===== config.mk =====
export PLATFORM = sky130hd
export DESIGN_NAME = hdlc_rx_fifo
export DESIGN_NICKNAME = d
export VERILOG_FILES = /design/src/rtl/hdlc_rx_pkg.sv /design/src/rtl/hdlc_rx_store.sv /design/src/rtl/hdlc_rx_events.sv /design/src/rtl/hdlc_rx_fifo.sv
export SDC_FILE = /design/constraint.sdc
export NUM_CORES = 1
export LEC_CHECK = 0
export BUFFER_PORTS_ARGS = -buffer_cell sky130_fd_sc_hd__buf_2
export CAP_MARGIN = 5
export CORE_ASPECT_RATIO = 1.25
export CORE_MARGIN = 2
export CORE_UTILIZATION = 50
export DETAILED_ROUTE_END_ITERATION = 10
export GPL_TIMING_DRIVEN = 0
export PLACE_DENSITY = 0.66
export REMOVE_ABC_BUFFERS = 1
export SLEW_MARGIN = 40
export SYNTH_ARGS = -nofsm -noshare
export SYNTH_HDL_FRONTEND = slang
export SYNTH_HIERARCHICAL = 1
export SYNTH_SLANG_ARGS = --single-unit

===== constraint.sdc =====
create_clock -name clk -period 4.2 [get_ports clk]
set_input_delay 0.84 -clock clk [delete_from_list [all_inputs] [get_ports clk]]
set_output_delay 0.84 -clock clk [all_outputs]
set_load 0.02 [all_outputs]

===== src/rtl/hdlc_rx_pkg.sv =====
package hdlc_rx_pkg;

  localparam int BYTE_W = 8;
  localparam int EV_W   = 4;

  // event bit positions, host software decodes these
  localparam int EV_OPEN  = 0;
  localparam int EV_CLOSE = 1;
  localparam int EV_DATA  = 2;
  localparam int EV_HALF  = 3;

  typedef struct packed {
    logic [BYTE_W-1:0] data;
    logic              first;
    logic              last;
    logic              good;
  } rx_entry_t;

endpackage


===== src/rtl/hdlc_rx_store.sv =====
module hdlc_rx_store
  import hdlc_rx_pkg::*;
#(
  parameter int DEPTH = 64
) (
  input  logic                      clk,
  input  logic                      rst_n,
  input  logic                      push,
  input  rx_entry_t                 push_ent,
  input  logic                      pop,
  output rx_entry_t                 head,
  output logic                      empty,
  output logic                      full,
  output logic [$clog2(DEPTH):0]    fill
);

  localparam int AW = $clog2(DEPTH);
  localparam int PW = AW + 1;

  // occupancy from wrap-extended pointers
  function automatic logic [PW-1:0] occupancy(input logic [PW-1:0] w,
                                              input logic [PW-1:0] r);
    return w - r;
  endfunction

  rx_entry_t       mem [DEPTH];
  logic [PW-1:0]   wp, rp;
  logic            push_ok, pop_ok;

  assign fill    = occupancy(wp, rp);
  assign empty   = (fill == '0);
  assign full    = (fill == PW'(DEPTH));
  assign push_ok = push && !full;
  assign pop_ok  = pop && !empty;
  assign head    = empty ? '0 : mem[rp[AW-1:0]];

  always_ff @(posedge clk) begin
    if (push_ok) mem[wp[AW-1:0]] <= push_ent;
  end

  always_ff @(posedge clk or negedge rst_n) begin
    if (!rst_n) begin
      wp <= '0;
      rp <= '0;
    end else begin
      if (push_ok) wp <= wp + 1'b1;
      if (pop_ok)  rp <= rp + 1'b1;
    end
  end

endmodule


===== src/rtl/hdlc_rx_events.sv =====
module hdlc_rx_events
  import hdlc_rx_pkg::*;
#(
  parameter logic [EV_W-1:0] LEVEL_KIND = 4'b1100
) (
  input  logic             clk,
  input  logic             rst_n,
  input  logic [EV_W-1:0]  ev_set,
  input  logic             ovr_set,
  input  logic             rd_clr,
  input  logic [EV_W-1:0]  ev_en,
  output logic [EV_W-1:0]  ev_q,
  output logic             ovr_q,
  output logic             irq_n
);

  // level kinds are held off for the read edge so they re-arm one edge later
  for (genvar i = 0; i < EV_W; i++) begin : g_ev
    if (LEVEL_KIND[i]) begin : g_level
      always_ff @(posedge clk or negedge rst_n) begin
        if (!rst_n)      ev_q[i] <= 1'b0;
        else if (rd_clr) ev_q[i] <= 1'b0;
        else             ev_q[i] <= ev_q[i] | ev_set[i];
      end
    end else begin : g_pulse
      always_ff @(posedge clk or negedge rst_n) begin
        if (!rst_n)      ev_q[i] <= 1'b0;
        else if (rd_clr) ev_q[i] <= ev_set[i];
        else             ev_q[i] <= ev_q[i] | ev_set[i];
      end
    end
  end

  always_ff @(posedge clk or negedge rst_n) begin
    if (!rst_n)      ovr_q <= 1'b0;
    else if (rd_clr) ovr_q <= ovr_set;
    else             ovr_q <= ovr_q | ovr_set;
  end

  assign irq_n = ~|(ev_q & ev_en);

endmodule


===== src/rtl/hdlc_rx_fifo.sv =====
module hdlc_rx_fifo
  import hdlc_rx_pkg::*;
#(
  parameter int DEPTH = 64
) (
  input  logic        clk,
  input  logic        rst_n,
  input  logic        wr_en,
  input  logic [7:0]  wr_data,
  input  logic        wr_sop,
  input  logic        wr_eop,
  input  logic        wr_good,
  input  logic        rd_pop,
  output logic [7:0]  rd_data,
  output logic        rd_empty,
  output logic        rd_first,
  output logic        rd_last,
  output logic        rd_good,
  input  logic [3:0]  ev_en,
  input  logic        stat_rd,
  output logic [3:0]  ev_stat,
  output logic        ovr_flag,
  output logic        irq_n
);

  localparam int CW = $clog2(DEPTH) + 1;

  function automatic logic at_half(input logic [CW-1:0] n);
    return n >= CW'(DEPTH / 2);
  endfunction

  rx_entry_t        in_ent, head_ent;
  logic             q_full;
  logic [CW-1:0]    fill_cnt;
  logic             push_acc;     // byte accepted into the queue
  logic             push_drop;    // byte lost to a full queue
  logic [EV_W-1:0]  ev_raise;

  assign in_ent.data  = wr_data;
  assign in_ent.first = wr_sop;
  assign in_ent.last  = wr_eop;
  assign in_ent.good  = wr_good & wr_eop;

  assign push_acc  = wr_en && !q_full;
  assign push_drop = wr_en && q_full;

  hdlc_rx_store #(.DEPTH(DEPTH)) u_store (
    .clk      (clk),
    .rst_n    (rst_n),
    .push     (wr_en),
    .push_ent (in_ent),
    .pop      (rd_pop),
    .head     (head_ent),
    .empty    (rd_empty),
    .full     (q_full),
    .fill     (fill_cnt)
  );

  assign ev_raise[EV_OPEN]  = push_acc & wr_sop;
  assign ev_raise[EV_CLOSE] = push_acc & wr_eop;
  assign ev_raise[EV_DATA]  = !rd_empty;
  assign ev_raise[EV_HALF]  = at_half(fill_cnt);

  hdlc_rx_events u_events (
    .clk     (clk),
    .rst_n   (rst_n),
    .ev_set  (ev_raise),
    .ovr_set (push_drop),
    .rd_clr  (stat_rd),
    .ev_en   (ev_en),
    .ev_q    (ev_stat),
    .ovr_q   (ovr_flag),
    .irq_n   (irq_n)
  );

  assign rd_data  = head_ent.data;
  assign rd_first = head_ent.first;
  assign rd_last  = head_ent.last;
  assign rd_good  = head_ent.good;

endmodule


==> results.yml, run 1 <==
cts:
  holdBufCountCts: 0
  cts.sinks: 723
  cts_made_buffers: 66
  cts_buffer_depth: 3
  insertion_delay_ns: 0.59
  cts_tree: "done"
  clk_pin_slew_ns: 0.07
  h-tree-depth: 3
  clock-root-buffer: "clkbuf_16"
setup_path:
  path_max_fanout: 23
  cp_slowest_cell: "mux4_2"
  path_delay_family: "compound AO/OA/AOI/OAI gates"
  critical_path_required_ns: 3.36
  crit_chain: "buf_12 > buf_16 > mux4_2 > a22oi_1 > nand2_1 > o21ai_1 > nor3_2 > buf_2"
  max_stage_delay_ns: 0.53
  critPathLaunchType: "register"
  worst_ep_arrival_time_ns: 3.32
  cp-end-kind: "output port"
  path_buf_inv: 3
  path_class: "register to output port"
logic_synthesis:
  synth-adder-area-share_pct: 0.4236
  synth-simple-area-share_pct: 2.939
  syn_inst: 1384
  async_flop_share_pct: 2.628
  yosys.area_share.xor_xnor_pct: 0.4633
  synth_edf_count: 704
  synth_warnings: 6
  seq_area_frac_synth_pct: 76.23
  syn_avg_cell_area_um2: 20.49
  yosys_register_bits: 723
  synth.area.mux_share_pct: 14.53
  synth_cell_types: 59
  synth_top_flop_cell: "edfxtp_1"
  synth_compound_area_share_pct: 4.218
  syn_area_um2: 28360
  synth_top_family_by_area: "multiplexers"
power_and_ir_drop:
  seqPwrFrac_pct: 38.7
  peakVddDrop_v: 0.0005729
  powerDensity_nw_per_um2: 681.2
  power.internal_w: 0.01453
  swShare_pct: 33.80
  power.switching_w: 0.007417
  combPwrFrac_pct: 35.8
  power.total_w: 0.02194
  power_leakage_nw: 10.11
  clkPwrFrac_pct: 25.5
worst_hold_path:
  hold_class: "primary input to async pin"
sta:
  hold_viol: 0
  fin_skew_ns: 0.02517
  setup_violations: 0
  finalMaxSlewViolations: 0
  fin_crit_ns: 4.164
  finalCritPeriodShare_pct: 99.15
  worst-slew-pin-transition_ns: 0.8375
  rsz0062_at_grt: "true"
  slew_headroom_pct: 44.05
  max_freq_ghz: 0.2401
route:
  drc: 0
  via_per_inst: 6.230
  first_pass_iters: 4
  ant_nets: 0
  vias: 14004
  drt_iter0_markers: 1544
  wl_per_cell_um: 27.90
  drt-total-wl_mm: 62.72
global_routing:
  antenna_found_initial: 1
  grt_pass1_vias: 14172
  grt_use_total_pct: 21.78
  grt-ovfl-total: 0
  grt_pass1_wl_mm: 93.27
  grt_max_degree: 67
die:
  pin_count: 38
  dieArea_um2: 58640
  start_util_pct: 50.57
  core_area_um2: 56070
  die_w_um: 217
  rows: 97
  dieHeight_um: 270.3
placement:
  dp_hpwl_mm: 37.09
  gp_congestion: 0.8284
  port_buffers: 37
layout:
  final_common_cell: "edfxtp_1"
  nets: 1484
  syn_to_final_growth_pct: 13.59
  drive_gt1_share_pct: 30.03
  layout_common_cells: "704 x edfxtp_1, 161 x mux4_2, 70 x clkbuf_16, 67 x nor2_2, 46 x mux2i_1"
  fin_util_pct: 57.44
outcome:
  run_status: "finished, final reports clean"
job:
  cap_violations: 0
## per-stage QoR
| step | hold slack (ns) | std cells | setup TNS, ns | cell area [µm²] | setup slack [ns] |
|---|---|---|---|---|---|
| 6_report | 0.2081 | 2248 | 0 | 32210 | 0.03580 |
| 5_1_grt | 0.2198 | 2247 | -0.07204 | 32210 | -0.02570 |
| 4_1_cts | 0.1859 | 2242 | -0.01478 | 32050 | -0.008052 |
| 3_5_place_dp | 0.4788 | 2111 | -626.19 | 29740 | -1.479 |
| 3_3_place_gp | 0.4717 | 2096 | -8067.52 | 29180 | -11.49 |
| 2_1_floorplan | 0.4604 | 1317 | -5020.64 | 28070 | -7.675 |
## synthesized netlist by cell type, types with 4 or more instances
master	count	area (µm²)
o21ai_0	22	110.1
inv_1	10	37.54
o211ai_4	6	127.6
nor3_1	10	50.05
a21oi_1	22	110.1
nor2b_1	5	31.28
nand2_1	32	120.1
a31oi_1	4	25.02
xnor2_1	10	87.58
xor2_1	5	43.79
mux2i_1	47	470.5
o22ai_1	34	212.7
and2_1	5	31.28
a211oi_1	4	30.03
ha_1	8	100.1
a221oi_1	4	35.03
nand4_1	4	25.02
nor2_1	96	360.4
nand2b_1	4	25.02
mux4_2	161	3626
dfrtp_1	19	475.5
buf_1	9	33.78
nand3_1	11	55.05
clkbuf_1	34	127.6
buf_2	23	115.1
edfxtp_1	704	21140
a22oi_1	46	345.3
## sequential cells by signal, indices dropped and copies added (netlist names)
name,count
u_store/mem,704
u_store/rp,7
u_store/wp,7
u_events/ev_q,4
u_events/ovr_q,1
## power groups by stage
stage | registers, W | clock network [W] | logic [W]
after floorplan | 0.00902 | 0 | 0.00390
final | 0.00849 | 0.00560 | 0.00785
after detailed placement | 0.00881 | 0 | 0.00692
after global routing | 0.00851 | 0.00600 | 0.00824
after global placement | 0.00924 | 0 | 0.00528
after CTS | 0.00851 | 0.00573 | 0.00754
## routing by layer
layer | routed length (µm) | GRT usage, % | up-vias
met2 | 31850 | 36.13 | 537
met4 | 1679 | 6.759 | 2
met5 | 14 | 0 | -
li1 | - | - | 5894
met1 | 24720 | 29.41 | 7467
met3 | 4456 | 4.189 | 104
## layout make-up
cell class	instances	area, µm²
fillers	4055	23860
flip-flops and latches	723	21640
multi-input cells	580	6787
clock buffers	84	1813
well taps	742	928.4
repair buffers	70	759.5
clock inverters	34	191.4
inverters	14	88.84
diodes	1	2.502
## path summary, 6_finish.rpt
check / startpoint / endpoint / slack, ns / cells after the start
hold / removal: rst_n / u_store/wp[5]$_DFFE_PN0P_ / 0.21 / 1
setup reg to reg: u_store/rp[2]$_DFFE_PN0P_ / u_store/mem[47][5]$_DFFE_PP_ / 0.32 / 11
hold reg to reg: u_store/rp[6]$_DFFE_PN0P_ / u_store/rp[6]$_DFFE_PN0P_ / 0.50 / 1
min in group clk: stat_rd / u_events/ev_q[2]$_DFF_PN0_ / 0.46 / 2
max in group asynchronous: rst_n / u_store/rp[4]$_DFFE_PN0P_ / 3.62 / 1
setup / recovery: u_store/rp[0]$_DFFE_PN0P_ / rd_data[0] / 0.04 / 8
## repair_timing
item	4_1_cts	5_1_grt
pin swaps	3	5
gates cloned	1	1
setup buffers	12	4
resized for setup	43	28
setup endpoints to repair	727	12
## worst register-to-register path: stages, from the launching register on
cell and delay (ns):
dfrtp_4 0.48, buf_16 0.16, clkinv_16 0.13, ha_4 0.35, o21ai_1 0.09, a2111o_1 0.44, o311ai_4 0.10, or4_4 0.21
buf_4 0.10, buf_4 0.29, o2111ai_4 0.39, nor2_2 0.76
## logic make-up after synthesis
| group | Yosys count |
|---|---|
| DFF | 723 |
| muxes | 210 |
| and+or+nand+nor | 185 |
| AOI/OAI and AO/OA | 161 |
| buffers and inverters | 81 |
| xor gates and xnor gates | 15 |
| adders and majority gates | 9 |
No activity file was read; power rests on OpenSTA's default activity.
==> run 2: changes to the inputs <==
Settings changed: BUFFER_PORTS_ARGS -buffer_cell sky130_fd_sc_hd__buf_2 to unset, DONT_BUFFER_PORTS set to 1, PLACE_DENSITY 0.66 to unset.
==> results.yml, run 2 (synthesis results as in run 1) <==
outcome:
  run_status: "finished, violations left"
  violations: "setup timing"
setup_path:
  worst_ep_arrival_time_ns: 3.44
  max_stage_delay_ns: 0.57
  r2r_cells: 11
  crit_chain: "ha_4 > inv_2 > fa_2 > or3_4 > or4_4 > nor2_4 > nor3_4"
  critical_path_required_ns: 3.36
  rr_endpoint: "u_store/mem[38][9]$_DFFE_PP_"
  path_class: "register to output port"
  path_buf_inv: 1
  path_depth: 7
  r2r-start: "u_store/rp[2]$_DFFE_PN0P_"
  path_delay_family: "simple AND/OR/NAND/NOR gates"
  path_max_fanout: 8
  cp-startpoint: "u_store/rp[0]$_DFFE_PN0P_"
  cp-end-kind: "output port"
  cp_slowest_cell: "nor2_4"
  critPathLaunchType: "register"
  crit_path_end: "rd_data[5]"
  reg2reg_slack_ns: 0.17
layout:
  fillers: 4124
  stdcell_area_um2: 32590
  nets: 1456
  final_common_cell: "edfxtp_1"
  largest_reg_flops: 704
  final_cells: 2221
  drive_gt1_share_pct: 30.97
  diodes: 0
  syn_to_final_growth_pct: 14.91
  layout_common_cells: "704 x edfxtp_1, 161 x mux4_2, 76 x clkbuf_16, 61 x nor2_2, 47 x mux2i_1"
worst_hold_path:
  hold_class: "primary input to async pin"
power_and_ir_drop:
  powerDensity_nw_per_um2: 700.8
  power_leakage_nw: 10.15
  peakVddDrop_v: 0.0004667
route:
  ant_nets: 0
  drc: 0
  via_per_inst: 6.140
  wl_per_cell_um: 29.63
  drt_iter0_markers: 1217
  drt-total-wl_mm: 65.82
  first_pass_iters: 7
  vias: 13637
sta:
  fin_skew_ns: 0.02678
  fin_crit_ns: 4.284
  max_freq_ghz: 0.2334
  finalMaxSlewViolations: 0
  worst_hold_slack_ns: 0.03750
  worst-slew-pin-transition_ns: 1.003
  fin_ws_ns: -0.08394
  rsz0062_at_grt: "true"
  setup_violations: 7
  finalSetupTns_ns: -0.3348
  finalCritPeriodShare_pct: 102.0
  hold_viol: 0
  slew_headroom_pct: 33.09
die:
  rows: 97
  die_w_um: 217
  dieHeight_um: 270.3
  dieArea_um2: 58640
  pin_count: 38
  core_area_um2: 56070
  start_util_pct: 50.57
cts:
  cts_tree: "done"
  clk_pin_slew_ns: 0.06
  h-tree-depth: 3
  cts_buffer_depth: 3
  insertion_delay_ns: 0.61
  cts_made_buffers: 71
  cts.sinks: 723
  clock-root-buffer: "clkbuf_16"
global_routing:
  antenna_found_initial: 0
  grt_use_total_pct: 22.94
  grt-ovfl-total: 0
  grt_pass1_vias: 14272
  grt_max_degree: 67
  grt_pass1_wl_mm: 96.48
placement:
  placed_cells: 2077
  dpl_worst_slack_ns: -1.166
  dp_hpwl_mm: 38.66
  port_buffers: 0
  gp_congestion: 0.8756
  dpl-instance-area_um2: 29650
job:
  cap_violations: 0
==> run 2: where the power goes <==
part           total [W]  internal (W)  switching [W]  leakage [nW]
clock network    0.00628       0.00369        0.00259          1.12
registers        0.00852       0.00826       0.000258          6.56
logic            0.00804       0.00323        0.00481          2.47
total             0.0228        0.0152        0.00765          10.1
==> run 2: repair_timing <==
| item | CTS | global route |
|---|---|---|
| resized for setup | 83 | 27 |
| gates cloned | 1 | 1 |
| pin swaps | 15 | 6 |
| endpoints found under the hold margin | 19 | 0 |
| hold buffers | 1 | 0 |
| setup endpoints to repair | 723 | 82 |
| buffers inserted | 9 | 8 |
==> run 2: final cells by class <==
class	count	area (µm²)	area share, %
sequential	723	21640	66.41
multi-input combinational	581	7067	21.69
clock buffer	99	2038	6.255
tap	742	928.4	2.849
timing repair buffer	35	551.8	1.693
clock inverter	26	260.3	0.7987
inverter	14	88.84	0.2726
timing repair inverter	1	11.26	0.03456
==> run 2: how the worst min path moves through the flow <==
stage | startpoint | endpoint | depth (start not counted) | slack (ns)
after global routing | rst_n | u_store/wp[4]$_DFFE_PN0P_ | 1 | 0.03
after floorplan | u_store/rp[6]$_DFFE_PN0P_ | u_store/rp[6]$_DFFE_PN0P_ | 1 | 0.46
after detailed placement | u_store/rp[6]$_DFFE_PN0P_ | u_store/rp[6]$_DFFE_PN0P_ | 1 | 0.50
final | rst_n | u_store/wp[4]$_DFFE_PN0P_ | 1 | 0.04
after CTS | rst_n | u_events/ev_q[2]$_DFF_PN0_ | 1 | 0.02
after global placement | u_store/rp[6]$_DFFE_PN0P_ | u_store/rp[6]$_DFFE_PN0P_ | 1 | 0.49
==> run 2: metrics by stage <==
step                total power (W)  util (%)
floorplan                   0.01292         -
global placement            0.01435     51.71
detailed placement          0.01582     52.88
CTS                         0.02274     57.74
global route                0.02365     58.11
finish                      0.02284     58.11
==> run 2: routing by layer <==
metal	vias to the layer above	track usage [%]	routed length [µm]
met4	0	9.048	2351
met5	-	0	0
met1	7284	29.85	26090
li1	5843	-	-
met2	406	38.31	33700
met3	104	4.392	3669
==> run 3: changes to the inputs <==
Settings changed: CTS_CLUSTER_SIZE set to 28, SYNTH_HIERARCHICAL 1 to unset.
==> results.yml, run 3 <==
outcome:
  run_status: "finished, violations left"
  violations: "setup timing"
logic_synthesis:
  synth_common_cells: "704 x edfxtp_1, 155 x mux4_2, 102 x nor2_1"
  synth_cell_types: 58
  synth_top_cells_by_area: "edfxtp_1 75%, mux4_2 12%, mux2i_1 2.1%"
  seq_area_frac_synth_pct: 76.22
  synth_warnings: 0
  synth_top_flop_cell: "edfxtp_1"
  synth_edf_count: 704
  yosysMostFrequentCell: "edfxtp_1"
  yosys_register_bits: 723
  synth_top_area_share_pct: 74.55
  syn_avg_cell_area_um2: 20.36
  syn_inst: 1393
  syn_area_um2: 28360
  async_flop_share_pct: 2.628
  synth_area_leader_cell: "edfxtp_1"
layout:
  largest_reg_flops: 704
  final_common_cell: "edfxtp_1"
  layout_common_cells: "704 x edfxtp_1, 155 x mux4_2, 72 x clkbuf_16, 60 x nor2_2, 58 x mux2i_1"
  final_cells: 2263
  fillers: 4117
  drive_gt1_share_pct: 30.77
  nets: 1493
  syn_to_final_growth_pct: 15.54
  diodes: 0
die:
  start_util_pct: 50.58
  pin_count: 38
  dieArea_um2: 58650
  dieHeight_um: 270.3
  rows: 97
  core_area_um2: 56070
  die_w_um: 217.0
job:
  cap_violations: 0
sta:
  worst-slew-pin-transition_ns: 0.7483
  finalCritPeriodShare_pct: 102.2
  setup_violations: 9
  fin_crit_ns: 4.291
  rsz0062_at_grt: "true"
  hold_viol: 0
  slew_headroom_pct: 50.06
  fin_skew_ns: 0.02614
  fin_ws_ns: -0.09084
  max_freq_ghz: 0.2331
  finalMaxSlewViolations: 0
setup_path:
  max_stage_delay_ns: 0.54
  worst_ep_arrival_time_ns: 3.45
  crit_chain: "buf_12 > inv_16 > ha_4 > nand3b_1 > a21oi_2 > or4_4 > a211oi_4 > buf_6 > buf_8 > nand3b_1 > a31oi_4"
  path_common_cell: "nand3b_1"
  cp_slowest_cell: "a211oi_4"
  critical_path_required_ns: 3.36
  path_class: "register to output port"
  cp-end-kind: "output port"
  critPathLaunchType: "register"
  path_max_fanout: 3
route:
  vias: 14204
  wl_per_cell_um: 31.19
  drt_iter0_markers: 1421
  via_per_inst: 6.277
  drc: 0
  first_pass_iters: 5
  drt-total-wl_mm: 70.59
  ant_nets: 0
global_routing:
  grt_max_degree: 67
  grt-ovfl-total: 0
  antenna_found_initial: 0
  grt_pass1_vias: 14548
  grt_use_total_pct: 24.59
  grt_pass1_wl_mm: 101.8
placement:
  port_buffers: 0
  dp_hpwl_mm: 39.34
  placed_cells: 2083
  dpl_worst_slack_ns: -0.9835
  gp_congestion: 0.7896
cts:
  clock-root-buffer: "clkbuf_16"
  cts_buffer_depth: 3
  cts.sinks: 723
  h-tree-depth: 3
  clk_pin_slew_ns: 0.07
  insertion_delay_ns: 0.61
  cts_made_buffers: 69
  cts_tree: "done"
power_and_ir_drop:
  power_leakage_nw: 10.32
  powerDensity_nw_per_um2: 691.4
  peakVddDrop_v: 0.0003950
  power.total_w: 0.02265
worst_hold_path:
  hold_class: "primary input to async pin"
==> run 3: changes by cell type after synthesis, moves of 7 or more <==
| cell | change |
|---|---|
| a21oi_1 | -9 |
| a221oi_1 | +14 |
| a22oi_1 | -26 |
| buf_2 | -9 |
| buf_4 | +14 |
| mux2i_1 | +12 |
| nand2_1 | +12 |
| nand3_1 | +7 |
| nor3_1 | +14 |
| o2111ai_1 | +8 |
| o21ai_0 | -7 |
| o221ai_1 | +8 |
| o22ai_1 | -32 |
==> run 3: repair_timing <==
item | 4_1_cts | 5_1_grt
gates resized for setup | 76 | 13
setup endpoints to repair | 717 | 11
gates cloned | 4 | 0
hold buffers | 1 | 0
pin swaps | 10 | 10
endpoints found under the hold margin | 19 | 0
buffers inserted | 41 | 7
==> run 3: kinds of logic after synthesis <==
| logic type | share of synthesized area, % |
|---|---|
| AOI/OAI and AO/OA | 3.031 |
| xor gates and xnor gates | 0.4633 |
| adders and majority gates | 0.3530 |
| buffers and inverters | 1.624 |
| DFF | 76.22 |
| muxes | 14.59 |
| and+or+nand+nor | 3.715 |
==> run 3: final timing paths <==
| kind | slack, ns | from | depth (start not counted) | endpoint |
|---|---|---|---|---|
| setup / recovery | -0.09 | u_store.rp[2]$_DFFE_PN0P_ | 11 | rd_data[1] |
| hold / removal | 0.21 | rst_n | 1 | u_store.wp[4]$_DFFE_PN0P_ |
| setup reg to reg | 0.17 | u_store.rp[2]$_DFFE_PN0P_ | 10 | u_store.mem[15][5]$_DFFE_PP_ |
| hold reg to reg | 0.51 | u_store.wp[6]$_DFFE_PN0P_ | 1 | u_store.wp[6]$_DFFE_PN0P_ |
| max in group asynchronous | 3.59 | rst_n | 1 | u_store.rp[2]$_DFFE_PN0P_ |
| min in group clk | 0.28 | stat_rd | 1 | u_events.ev_q[2]$_DFF_PN0_ |
==> run 3: stage by stage <==
step / hold WS, ns / TNS, ns / util, % / cell area, µm²
detailed placement: 0.4845 / -595.24 / 52.66 / 29530
global placement: 0.4820 / -7796.76 / 51.48 / 28870
CTS: 0.2577 / -2.218 / 58.20 / 32630
finish: 0.2054 / -0.2950 / 58.43 / 32770
global route: 0.2234 / -1.021 / 58.43 / 32770
floorplan: 0.4619 / -4452.01 / - / 27940
==> run 3: critical path, delay by kind of cell, from the launching register on <==
| family | cells | cell delay (ns) |
|---|---|---|
| DFF | 1 | 0.49 |
| buffers and inverters | 4 | 0.48 |
| AOI/OAI and AO/OA | 3 | 0.73 |
| and+or+nand+nor | 3 | 0.93 |
| adders and majority gates | 1 | 0.20 |
==> run 3: layout make-up <==
cell class              count  area (µm²)  share of cell area [%]
inverters                  11       90.09                  0.2749
clock buffers              88        1862                   5.682
clock inverters            39       365.4                   1.115
multi-input cells         584        6874                   20.98
flip-flops and latches    723       21640                   66.05
well taps                 742       928.4                   2.833
repair inverters            1       8.758                 0.02673
repair buffers             75       996.0                   3.040
==> run 3: power breakdown <==
part	leakage, nW	total, W	internal [W]	switching, W
clock	1.08	0.00616	0.00353	0.00263
combinational	2.68	0.00799	0.00338	0.00462
sequential	6.56	0.00850	0.00825	0.000243
==> run 3: per-layer routing <==
layer  routed length (µm)  GRT usage (%)
met1                27220          32.62
met2                35640          40.65
met4                 2780          10.26
met3                 4943          4.043
met5                    0              0
